`src/rtl/rtcn_pkg.sv`:
```
package rtcn_pkg;

  localparam int NIB_W       = 4;
  localparam int ADDR_W      = 4;
  localparam int N_TIME_REGS = 13;
  localparam int TIME_W      = NIB_W * N_TIME_REGS;

  localparam logic [ADDR_W-1:0] A_WDAY   = 4'hC;
  localparam logic [ADDR_W-1:0] A_CTRL   = 4'hD;
  localparam logic [ADDR_W-1:0] A_RSVD   = 4'hE;
  localparam logic [ADDR_W-1:0] A_MODE   = 4'hF;

  // Packed time image; weekday in the low nibble, then address 0 upward.
  typedef struct packed {
    logic [NIB_W-1:0] yr_t;
    logic [NIB_W-1:0] yr_u;
    logic [NIB_W-1:0] mo_t;
    logic [NIB_W-1:0] mo_u;
    logic [NIB_W-1:0] dy_t;
    logic [NIB_W-1:0] dy_u;
    logic [NIB_W-1:0] hr_t;   // bit 2 = PM flag in 12-hour mode
    logic [NIB_W-1:0] hr_u;
    logic [NIB_W-1:0] mi_t;
    logic [NIB_W-1:0] mi_u;
    logic [NIB_W-1:0] se_t;
    logic [NIB_W-1:0] se_u;
    logic [NIB_W-1:0] wday;
  } rtcn_time_t;

  localparam rtcn_time_t TIME_AT_RESET = rtcn_time_t'(52'h0001010000000);

  function automatic logic [7:0] bcd_val(input logic [3:0] tens, input logic [3:0] units);
    return 8'(tens) * 8'd10 + 8'(units);
  endfunction

  function automatic logic [7:0] to_bcd(input logic [7:0] v);
    return {4'(v / 8'd10), 4'(v % 8'd10)};
  endfunction

  function automatic logic [7:0] month_days(input logic [7:0] mon, input logic [7:0] yr);
    logic [7:0] d;
    case (mon)
      8'd2:                       d = (yr[1:0] == 2'b00) ? 8'd29 : 8'd28;
      8'd4, 8'd6, 8'd9, 8'd11:    d = 8'd30;
      default:                    d = 8'd31;
    endcase
    return d;
  endfunction

  // Slot of a time register inside the packed image.
  function automatic logic [3:0] time_slot(input logic [ADDR_W-1:0] a);
    return (a == A_WDAY) ? 4'd0 : 4'(a + 4'd1);
  endfunction

endpackage

```
`src/rtl/rtcn_tick_ctrl.sv`:
```
module rtcn_tick_ctrl #(
  parameter int BUSY_CYCLES = 4
) (
  input  logic clk,
  input  logic rst_n,
  input  logic tick_i,
  input  logic hold_i,
  input  logic stop_i,
  input  logic clr_i,
  input  logic adj_req_i,
  output logic adv_o,
  output logic adj_go_o,
  output logic busy_o
);

  localparam int CNT_W = $clog2(BUSY_CYCLES + 1);

  logic             pend_q, pend_d;
  logic [CNT_W-1:0] bcnt_q, bcnt_d;
  logic             run;

  assign run      = !stop_i && !clr_i;
  assign adj_go_o = adj_req_i && !hold_i;
  assign adv_o    = run && !hold_i && !adj_go_o && (tick_i || pend_q);
  assign busy_o   = (bcnt_q != '0);

  always_comb begin
    if (!run)                  pend_d = 1'b0;
    else if (hold_i || adj_go_o) pend_d = pend_q || tick_i;
    else                       pend_d = pend_q && tick_i;
  end

  always_comb begin
    if (clr_i)               bcnt_d = '0;
    else if (adv_o)          bcnt_d = CNT_W'(BUSY_CYCLES);
    else if (bcnt_q != '0)   bcnt_d = bcnt_q - 1'b1;
    else                     bcnt_d = bcnt_q;
  end

  always_ff @(posedge clk or negedge rst_n) begin
    if (!rst_n) begin
      pend_q <= 1'b0;
      bcnt_q <= '0;
    end else begin
      pend_q <= pend_d;
      bcnt_q <= bcnt_d;
    end
  end

endmodule

```
`src/rtl/rtcn_calendar.sv`:
```
module rtcn_calendar
  import rtcn_pkg::*;
(
  input  rtcn_time_t cur_i,
  input  logic       mode24_i,
  input  logic       adv_i,
  input  logic       adj_i,
  output rtcn_time_t nxt_o
);

  logic [7:0] sv, mv, hv, dv, mov, yv, dlen;
  logic       c_min, c_hr, c_day, c_mon, c_yr, pm_n;

  always_comb begin
    nxt_o = cur_i;
    c_min = 1'b0;
    c_hr  = 1'b0;
    c_day = 1'b0;
    c_mon = 1'b0;
    c_yr  = 1'b0;
    pm_n  = cur_i.hr_t[2];
    sv    = bcd_val(cur_i.se_t, cur_i.se_u);
    mv    = bcd_val(cur_i.mi_t, cur_i.mi_u);
    hv    = bcd_val(cur_i.hr_t & 4'b0011, cur_i.hr_u);
    dv    = bcd_val(cur_i.dy_t, cur_i.dy_u);
    mov   = bcd_val(cur_i.mo_t, cur_i.mo_u);
    yv    = bcd_val(cur_i.yr_t, cur_i.yr_u);
    dlen  = month_days(mov, yv);

    // seconds
    if (adj_i) begin
      {nxt_o.se_t, nxt_o.se_u} = 8'h00;
      c_min = (sv >= 8'd30);
    end else if (adv_i) begin
      if (sv >= 8'd59) begin
        {nxt_o.se_t, nxt_o.se_u} = 8'h00;
        c_min = 1'b1;
      end else begin
        {nxt_o.se_t, nxt_o.se_u} = to_bcd(sv + 8'd1);
      end
    end

    // minutes
    if (c_min) begin
      if (mv >= 8'd59) begin
        {nxt_o.mi_t, nxt_o.mi_u} = 8'h00;
        c_hr = 1'b1;
      end else begin
        {nxt_o.mi_t, nxt_o.mi_u} = to_bcd(mv + 8'd1);
      end
    end

    // hours
    if (c_hr) begin
      if (mode24_i) begin
        if (hv >= 8'd23) begin
          {nxt_o.hr_t, nxt_o.hr_u} = 8'h00;
          c_day = 1'b1;
        end else begin
          {nxt_o.hr_t, nxt_o.hr_u} = to_bcd(hv + 8'd1);
        end
      end else begin
        if (hv == 8'd11) begin
          {nxt_o.hr_t, nxt_o.hr_u} = 8'h12;
          pm_n  = !cur_i.hr_t[2];
          c_day = cur_i.hr_t[2];
        end else if (hv >= 8'd12) begin
          {nxt_o.hr_t, nxt_o.hr_u} = 8'h01;
        end else begin
          {nxt_o.hr_t, nxt_o.hr_u} = to_bcd(hv + 8'd1);
        end
        nxt_o.hr_t[2] = pm_n;
      end
    end

    // day and weekday
    if (c_day) begin
      nxt_o.wday = (cur_i.wday >= 4'd6) ? 4'd0 : cur_i.wday + 4'd1;
      if (dv >= dlen) begin
        {nxt_o.dy_t, nxt_o.dy_u} = 8'h01;
        c_mon = 1'b1;
      end else begin
        {nxt_o.dy_t, nxt_o.dy_u} = to_bcd(dv + 8'd1);
      end
    end

    // month
    if (c_mon) begin
      if (mov >= 8'd12) begin
        {nxt_o.mo_t, nxt_o.mo_u} = 8'h01;
        c_yr = 1'b1;
      end else begin
        {nxt_o.mo_t, nxt_o.mo_u} = to_bcd(mov + 8'd1);
      end
    end

    // year
    if (c_yr) begin
      if (yv >= 8'd99) {nxt_o.yr_t, nxt_o.yr_u} = 8'h00;
      else             {nxt_o.yr_t, nxt_o.yr_u} = to_bcd(yv + 8'd1);
    end
  end

endmodule

```
`src/rtl/rtcn_read_mux.sv`:
```
module rtcn_read_mux
  import rtcn_pkg::*;
(
  input  rtcn_time_t        now_i,
  input  logic [ADDR_W-1:0] addr_i,
  input  logic              hold_i,
  input  logic              busy_i,
  input  logic              adj_i,
  input  logic              mode24_i,
  input  logic              stop_i,
  input  logic              clr_i,
  output logic [NIB_W-1:0]  nib_o
);

  logic [TIME_W-1:0] flat;
  logic [5:0]        ofs;

  assign flat = now_i;
  assign ofs  = {time_slot(addr_i), 2'b00};

  always_comb begin
    case (addr_i)
      A_CTRL:  nib_o = {adj_i, 1'b0, busy_i, hold_i};
      A_RSVD:  nib_o = '0;
      A_MODE:  nib_o = {1'b0, mode24_i, stop_i, clr_i};
      default: nib_o = flat[ofs +: NIB_W];
    endcase
  end

endmodule

```
`src/rtl/rtcn_clock.sv`:
```
module rtcn_clock
  import rtcn_pkg::*;
#(
  parameter int BUSY_CYCLES = 4
) (
  input  logic              clk,
  input  logic              rst_n,
  input  logic              tick_i,
  input  logic [ADDR_W-1:0] addr_i,
  input  logic [NIB_W-1:0]  wdata_i,
  input  logic              wr_i,
  input  logic              rd_i,
  output logic [NIB_W-1:0]  rdata_o
);

  rtcn_time_t        time_q, time_d, cal_nxt;
  logic [TIME_W-1:0] wflat;
  logic [5:0]        wofs;
  logic              hold_q, hold_d, adj_q, adj_d;
  logic              mode24_q, mode24_d, stop_q, stop_d, clr_q, clr_d;
  logic              adv, adj_go, busy;
  logic              time_we, ctl_we, mode_we, time_en;
  logic [NIB_W-1:0]  rd_nib, rdata_q;

  rtcn_tick_ctrl #(.BUSY_CYCLES(BUSY_CYCLES)) u_tick (
    .clk       (clk),
    .rst_n     (rst_n),
    .tick_i    (tick_i),
    .hold_i    (hold_q),
    .stop_i    (stop_q),
    .clr_i     (clr_q),
    .adj_req_i (adj_q),
    .adv_o     (adv),
    .adj_go_o  (adj_go),
    .busy_o    (busy)
  );

  rtcn_calendar u_cal (
    .cur_i    (time_q),
    .mode24_i (mode24_q),
    .adv_i    (adv),
    .adj_i    (adj_go),
    .nxt_o    (cal_nxt)
  );

  rtcn_read_mux u_rmux (
    .now_i    (time_q),
    .addr_i   (addr_i),
    .hold_i   (hold_q),
    .busy_i   (busy),
    .adj_i    (adj_q),
    .mode24_i (mode24_q),
    .stop_i   (stop_q),
    .clr_i    (clr_q),
    .nib_o    (rd_nib)
  );

  assign time_we = wr_i && (addr_i <= A_WDAY) && (hold_q || stop_q);
  assign ctl_we  = wr_i && (addr_i == A_CTRL);
  assign mode_we = wr_i && (addr_i == A_MODE);
  assign time_en = adv || adj_go || time_we || clr_q;
  assign wofs    = {time_slot(addr_i), 2'b00};

  // time next state: count step, then host write, then clear
  always_comb begin
    wflat  = cal_nxt;
    if (time_we) wflat[wofs +: NIB_W] = wdata_i;
    time_d = rtcn_time_t'(wflat);
    if (clr_q) begin
      time_d.se_u = '0;
      time_d.se_t = '0;
    end
  end

  always_comb begin
    hold_d   = ctl_we  ? wdata_i[0] : hold_q;
    adj_d    = ctl_we  ? wdata_i[3] : (adj_go ? 1'b0 : adj_q);
    mode24_d = mode_we ? wdata_i[2] : mode24_q;
    stop_d   = mode_we ? wdata_i[1] : stop_q;
    clr_d    = mode_we ? wdata_i[0] : clr_q;
  end

  always_ff @(posedge clk or negedge rst_n) begin
    if (!rst_n) begin
      time_q <= TIME_AT_RESET;
    end else if (time_en) begin
      time_q <= time_d;
    end
  end

  always_ff @(posedge clk or negedge rst_n) begin
    if (!rst_n) begin
      hold_q   <= 1'b0;
      adj_q    <= 1'b0;
      mode24_q <= 1'b1;
      stop_q   <= 1'b0;
      clr_q    <= 1'b0;
    end else begin
      hold_q   <= hold_d;
      adj_q    <= adj_d;
      mode24_q <= mode24_d;
      stop_q   <= stop_d;
      clr_q    <= clr_d;
    end
  end

  always_ff @(posedge clk or negedge rst_n) begin
    if (!rst_n) begin
      rdata_q <= '0;
    end else if (rd_i) begin
      rdata_q <= rd_nib;
    end
  end

  assign rdata_o = rdata_q;

endmodule

```
`config.mk`:
```
export PLATFORM = sky130hd
export DESIGN_NAME = rtcn_clock
export DESIGN_NICKNAME = d
export VERILOG_FILES = /design/src/rtl/rtcn_pkg.sv /design/src/rtl/rtcn_tick_ctrl.sv /design/src/rtl/rtcn_calendar.sv /design/src/rtl/rtcn_read_mux.sv /design/src/rtl/rtcn_clock.sv
export SDC_FILE = /design/constraint.sdc
export NUM_CORES = 1
export LEC_CHECK = 0
export BUFFER_PORTS_ARGS = -buffer_cell sky130_fd_sc_hd__buf_2
export CAP_MARGIN = 20
export CORE_AREA = 10 10 215 217
export CTS_CLUSTER_SIZE = 30
export DETAILED_ROUTE_END_ITERATION = 8
export DIE_AREA = 0 0 225 227
export PLACE_DENSITY = 0.35
export SLEW_MARGIN = 15
export SYNTH_ARGS = -nofsm -noshare
export SYNTH_HDL_FRONTEND = slang
export SYNTH_SLANG_ARGS = --single-unit
```
`constraint.sdc`:
```
create_clock -name clk -period 8.5 [get_ports clk]
set_input_delay 1.275 -clock clk [delete_from_list [all_inputs] [get_ports clk]]
set_output_delay 1.275 -clock clk [all_outputs]
set_load 0.005 [all_outputs]
```
## Word-level counts from Yosys, hierarchy flattened

Cells that the tools add are included.

| storage, ports and cells | value |
|---|---|
| bits of input ports | 13 |
| flip-flop bits (word level) | 65 |
| output and inout port bits | 4 |

| operators by class | value |
|---|---|
| equality and inequality tests | 10 |
| reduce and logical (&&, ||, !) cells | 26 |
| multiply operators | 6 |
| add/sub/neg operators | 16 |
| divide/modulo/power cells | 12 |
| magnitude comparators | 10 |
| shift operators | 3 |
| mux-type cells | 46 |

Operators with widths:

| kind | count |
|---|---|
| 2-to-1 mux 8 bit | 17 |
| bitwise mux 52 bit | 1 |
| 2-to-1 mux 52 bit | 1 |
| variable shift 4 x 8 -> 52 bit, first input constant | 1 |
| variable part select 4 x 8 -> 52 bit | 1 |
| variable part select 52 x 7 -> 4 bit | 1 |
| adder 8 x 1 -> 8 bit, second input constant | 6 |
| adder 8 x 4 -> 8 bit | 6 |
| divider 8 x 4 -> 8 bit, second input constant | 6 |
| modulo 8 x 4 -> 8 bit, second input constant | 6 |
| multiplier 4 x 3 -> 7 bit, second input constant | 5 |
| == test 8 x 4 -> 1 bit, second input constant | 3 |
| 2-to-1 mux 1 bit | 19 |
| == test 4 bit, second input constant | 4 |
| == test 8 x 3 -> 1 bit, second input constant | 2 |
| >= comparator 8 x 4 -> 1 bit, second input constant | 2 |
| >= comparator 8 x 5 -> 1 bit, second input constant | 2 |
| >= comparator 8 x 6 -> 1 bit, second input constant | 2 |
| one-hot mux 8 bit (2 select lines) | 1 |
| 2-to-1 mux 4 bit | 3 |
| one-hot mux 4 bit (3 select lines) | 1 |
| logical AND 1 bit | 10 |
| 2-to-1 mux 3 bit | 3 |
| adder 4 x 1 -> 4 bit, second input constant | 2 |
| 14 further kinds | 24 |

## Logic depth before layout (Yosys ltp)

| depth | value |
|---|---|
| word-level depth | 15 |
| gate-level depth with buffers | 24 |

## Cells and area by module

A second synthesis with hierarchy kept.

| second synthesis, totals | value |
|---|---|
| cells, all modules | 1459 |
| area, all modules | 11195.7 um^2 |

By module, submodules not included:

| module | area an instance (um^2) | cells each | times used | sequential area each (um^2) |
|---|---|---|---|---|
| rtcn_calendar | 6979.2 | 1006 | 1 | 0.0 |
| rtcn_clock | 3159.3 | 309 | 1 | 1530.2 |
| rtcn_read_mux | 825.8 | 121 | 1 | 0.0 |
| rtcn_tick_ctrl | 231.5 | 23 | 1 | 100.1 |

## Worst setup path after synthesis

OpenSTA, ideal clock, no wires.

| timing path | value |
|---|---|
| path kind | register to register |
| start | reg time_q[18] (netlist name) |
| end | reg time_q[14] (netlist name) |
| library setup time | 0.076 ns |
| cell stages (with the launch flop) | 23 |
| required time | 8.424 ns |
| arrival time | 4.902 ns |
| slack | 3.522 ns |
| buffers on the path | 1 |
| cells stage by stage | dfrtp_1 -> ha_1 -> ha_1 -> xnor2_1 -> and3_1 -> and3_1 -> a2bb2oi_1 -> xnor2_1 -> inv_1 -> ha_1 -> inv_1 -> a31oi_1 -> o21ai_0 -> and4_1 -> a311oi_2 -> buf_2 -> nand2b_1 -> a21oi_1 -> nor2_1 -> o22a_1 -> ha_1 -> mux2_2 -> o21ai_1 |

| on the way | value |
|---|---|
| word-level cells in the longest chain between the ends | 8 |

Ends and longest elaborated chain:

| item | line | text |
|---|---|---|
| from (decl) | rtcn_clock.sv:16 | `rtcn_time_t time_q, time_d, cal_nxt;` |
| from (signal assigned) | rtcn_clock.sv:87 | `time_q <= time_d;` |
| multiplier 4 x 3 -> 7 bit (*) | rtcn_pkg.sv:33 | `return 8'(tens) * 8'd10 + 8'(units);` |
| adder 8 x 4 -> 8 bit (*) | rtcn_pkg.sv:33 |  |
| adder 8 x 1 -> 8 bit | rtcn_calendar.sv:49 | `{nxt_o.mi_t, nxt_o.mi_u} = to_bcd(mv + 8'd1);` |
| modulo 8 x 4 -> 8 bit | rtcn_pkg.sv:37 | `return {4'(v / 8'd10), 4'(v % 8'd10)};` |
| 2-to-1 mux 8 bit (*) | rtcn_calendar.sv:45 | `if (mv >= 8'd59) begin` |
| 2-to-1 mux 8 bit (*) | rtcn_calendar.sv:44 | `if (c_min) begin` |
| bitwise mux 52 bit | rtcn_clock.sv:67 | `if (time_we) wflat[wofs +: NIB_W] = wdata_i;` |
| 2-to-1 mux 52 bit (*) | rtcn_clock.sv:67 |  |

Mark *: on every way between the ends. The rest lies on a longest branch, timed or not.
A chain may end at the register's enable or synchronous reset.

## Worst setup path after layout

| timing path | value |
|---|---|
| start | reg time_q[41] (netlist name) |
| end | reg time_q[46] (netlist name) |

| on the way | value |
|---|---|
| word-level cells in the longest chain between the ends | 12 |

Ends and longest elaborated chain:

| item | line | text |
|---|---|---|
| multiplier 4 x 3 -> 7 bit (*) | rtcn_pkg.sv:33 |  |
| adder 8 x 4 -> 8 bit (*) | rtcn_pkg.sv:33 |  |
| == test 8 x 3 -> 1 bit or == test 8 x 4 -> 1 bit (tied branches) | rtcn_pkg.sv:42 | `case (mon)` |
| OR reduction 4 bit | rtcn_pkg.sv:42 |  |
| one-hot mux 8 bit (2 select lines) | rtcn_pkg.sv:42 |  |
| >= comparator 8 bit | rtcn_calendar.sv:79 | `if (dv >= dlen) begin` |
| 2-to-1 mux 1 bit | rtcn_calendar.sv:79 |  |
| 2-to-1 mux 1 bit | rtcn_calendar.sv:77 | `if (c_day) begin` |
| 2-to-1 mux 1 bit (*) | rtcn_calendar.sv:88 | `if (c_mon) begin` |
| 2-to-1 mux 8 bit (*) | rtcn_calendar.sv:98 | `if (c_yr) begin` |
| bitwise mux 52 bit | rtcn_clock.sv:67 |  |
| 2-to-1 mux 52 bit (*) | rtcn_clock.sv:67 |  |

Marked as above.

==> qor.yml <==
rsz0062_at_grt: "false"
ff2ff_setup_slack_ns: 2.45
n_antenna_cell: 0
clock_skew_ns: 0.00720
grt_overflow: 0
timing.hold.ws_ns: 0.517
syn_inst: 1327
synth_seq_area_share: 0.158
p_leak_nw: 4.48
drt-vias-per-instance: 5.47
stdcell_count: 1845
clock_sink_count: 65
grt_use_total: 0.134
grt_pass1_vias: 9643
syn2layout_area_growth_pct: 8.01
grt_max_degree: 66
relSlewSlack: 0.322
synth_top_area_share: 0.150
drtIter0Drc: 541
cp_cell_sequence: "ha_1 -> ha_1 -> fa_1 -> and3b_1 -> a211o_1 -> nand3_1 -> nor3b_1 -> a21boi_0 -> a22oi_1 -> ha_1 -> nand2b_1 -> a21oi_1 -> nor4_1 -> or4_1 -> nand2_1 -> or2_2 -> nor2_1 -> nand3_1 -> nor2b_1 -> a21o_1"
dieArea_mm2: 0.0511
dp.cells: 1831
syn_area_per_cell_um2: 7.78
cpPeakStageDelay_ns: 0.61
drv_slew: 0
die_y_um: 227
drc: 0
yosysWarnings: 0
post_dp_cell_area_mm2: 0.0109
reg2regPathDepth: 20
worst-path-stages: 20
final_nets: 1407
synth-main-ff-cell: "dfrtp_1"
port-buffer-count: 16
rows: 75
finalHoldViolations: 0
cts_buffer_depth: 2
hpwlAfterDp_mm: 27.1
die_x_um: 225
synth_area_leader_cell: "dfrtp_1"
critical_path_arrival_ns: 6.33
ys_types: 111
timing.rr.end: "time_q[46]"
fin_setup_tns_ns: 0
insertion_delay_ns: 0.34
critPathMaxFanout: 9
yosysMostFrequentCell: "nand2_1"
synthesis.nets: 1431
syn_area_mm2: 0.0103
tightest_slew_ns: 1.01
min_path_type: "reg -> reg"
core_area_mm2: 0.0418
start_util: 0.247
clkTransAtPathRegs_ns: 0.05
ys_ff_latch: 65
numCtsBuffers: 9
post_cts_buffers: 0
grt_first_pass_wirelength_mm: 55.5
htreeDepth: 3
peakVddDrop_uv: 169
drv_cap: 0
critPathSlowestCell: "fa_1"
postCtsResizedCells: 0
worstSetupPathType: "reg -> reg"
wl_per_cell_um: 18.5
synth_area_leaders: "dfrtp_1 (15%), ha_1 (9.7%), a21oi_1 (4.5%)"
startpoint_type: "register"
drive_gt1_frac: 0.0835
critPathLaunch: "time_q[41]"
p_per_area_mw_per_mm2: 433
gp_congestion: 0.803
critPathTopFamily: "simple AND/OR/NAND/NOR gates"
total_power_mw: 4.83
routed_wl_mm: 34.2
fmaxAchievable_ghz: 0.165
min_period_ns: 6.05
layout_worst_path_cycle_share: 0.712
path_buf_inv: 0
worstSetupEndpointType: "register"
cts_hold_buf: 0
cts_tree: "built"
final_area_mm2: 0.0112
cts_root_buf: "clkbuf_16"
status: "finished, final reports clean"
antenna_found_initial: 0
synthTopCellsByCount: "nand2_1 (116), a21oi_1 (93), nor2_1 (87), o21ai_0 (85), ha_1 (80)"
drtPass1Iterations: 6
ys_async_sr_fraction: 1.00
pin_count: 17
worstPathRequired_ns: 8.78
postRouteAntennaNets: 0
setup_viol: 0
synth-edff-count: 0
dr_total_vias: 10100
crit_end: "time_q[46]"
rr_startpoint: "time_q[41]"
cpMostUsedCell: "ha_1"
-- cell usage in the layout (no fill, tap or decap), types with 18 or more instances in the layout --
| cell type | count |
|---|---|
| a31oi_1 | 33 |
| inv_1 | 57 |
| nand2_1 | 116 |
| xor2_1 | 21 |
| dfrtp_1 | 62 |
| o211ai_1 | 20 |
| o21ai_0 | 85 |
| nand3_1 | 67 |
| a21oi_1 | 93 |
| xnor2_1 | 51 |
| and3_1 | 22 |
| nand4_1 | 18 |
| a21o_1 | 20 |
| and2_1 | 23 |
| mux2i_1 | 30 |
| nand2b_1 | 19 |
| ha_1 | 80 |
| nor2_1 | 87 |
| nor3_1 | 47 |
-- through the flow --
step / worst slack (ns) / util
3_5_place_dp: 2.47 / 0.261
3_3_place_gp: 2.26 / 0.261
4_1_cts: 2.46 / 0.267
2_1_floorplan: 3.52 / -
5_1_grt: 1.80 / 0.267
6_report: 2.45 / 0.267
-- worst min-delay path by stage --
stage | from | end | depth (start not counted)
finish | time_q[27] | time_q[27] | 2
global route | rdata_o[3] | rdata_o[3] | 2
CTS | time_q[27] | time_q[27] | 2
detailed placement | time_q[27] | time_q[27] | 2
global placement | time_q[27] | time_q[27] | 2
floorplan | time_q[27] | time_q[27] | 2
-- layout make-up --
| type | count | area (µm²) |
|---|---|---|
| flip-flops and latches | 65 | 1630 |
| inverters | 62 | 233 |
| multi-input cells | 1143 | 8230 |
| fillers | 4566 | 30600 |
| well taps | 539 | 674 |
| clock buffers | 14 | 264 |
| repair buffers | 22 | 125 |
-- routing by layer --
layer / vias up / GRT usage / part of all wire
li1: 5001 / - / -
met1: 4928 / 0.192 / 0.51
met2: 157 / 0.215 / 0.45
met3: 14 / 0.0185 / 0.029
met4: 0 / 0.0154 / 0.0051
met5: - / 0 / 0
-- where the power goes --
group | leakage (nW) | switching, mW | internal [mW]
clock | 0.129 | 0.135 | 0.210
combinational | 3.50 | 2.42 | 1.52
sequential | 0.848 | 0.149 | 0.392
-- kinds of logic (layout without fill, tap and decap cells) --
| kind of cell | after synthesis | after routing | synth area share |
|---|---|---|---|
| mux | 46 | 46 | 0.0567 |
| simple gates | 478 | 478 | 0.236 |
| compound gates | 447 | 447 | 0.309 |
| fa+ha+maj | 94 | 94 | 0.121 |
| flops | 65 | 65 | 0.158 |
| xor+xnor | 78 | 78 | 0.0722 |
| buf+inv | 119 | 98 | 0.0462 |
-- worst register-to-register path, cell delays in order, from the launching register on --
cell and delay (ns):
dfrtp_1 0.46, ha_1 0.33, ha_1 0.22, fa_1 0.61, and3b_1 0.21, a211o_1 0.12, nand3_1 0.27, nor3b_1 0.34
a21boi_0 0.55, a22oi_1 0.25, ha_1 0.33, nand2b_1 0.09, a21oi_1 0.10, nor4_1 0.15, or4_1 0.26, nand2_1 0.27
or2_2 0.47, nor2_1 0.47, nand3_1 0.23, nor2b_1 0.16, a21o_1 0.11
-- sequential cells by signal, summed over array words and instances, names as in the netlist --
signal and count:
adj_q 1, clr_q 1, hold_q 1, mode24_q 1
rdata_o 4, stop_q 1, time_q 52, u_tick.bcnt_q 3
u_tick.pend_q 1
(Power assumes the default switching activity.)
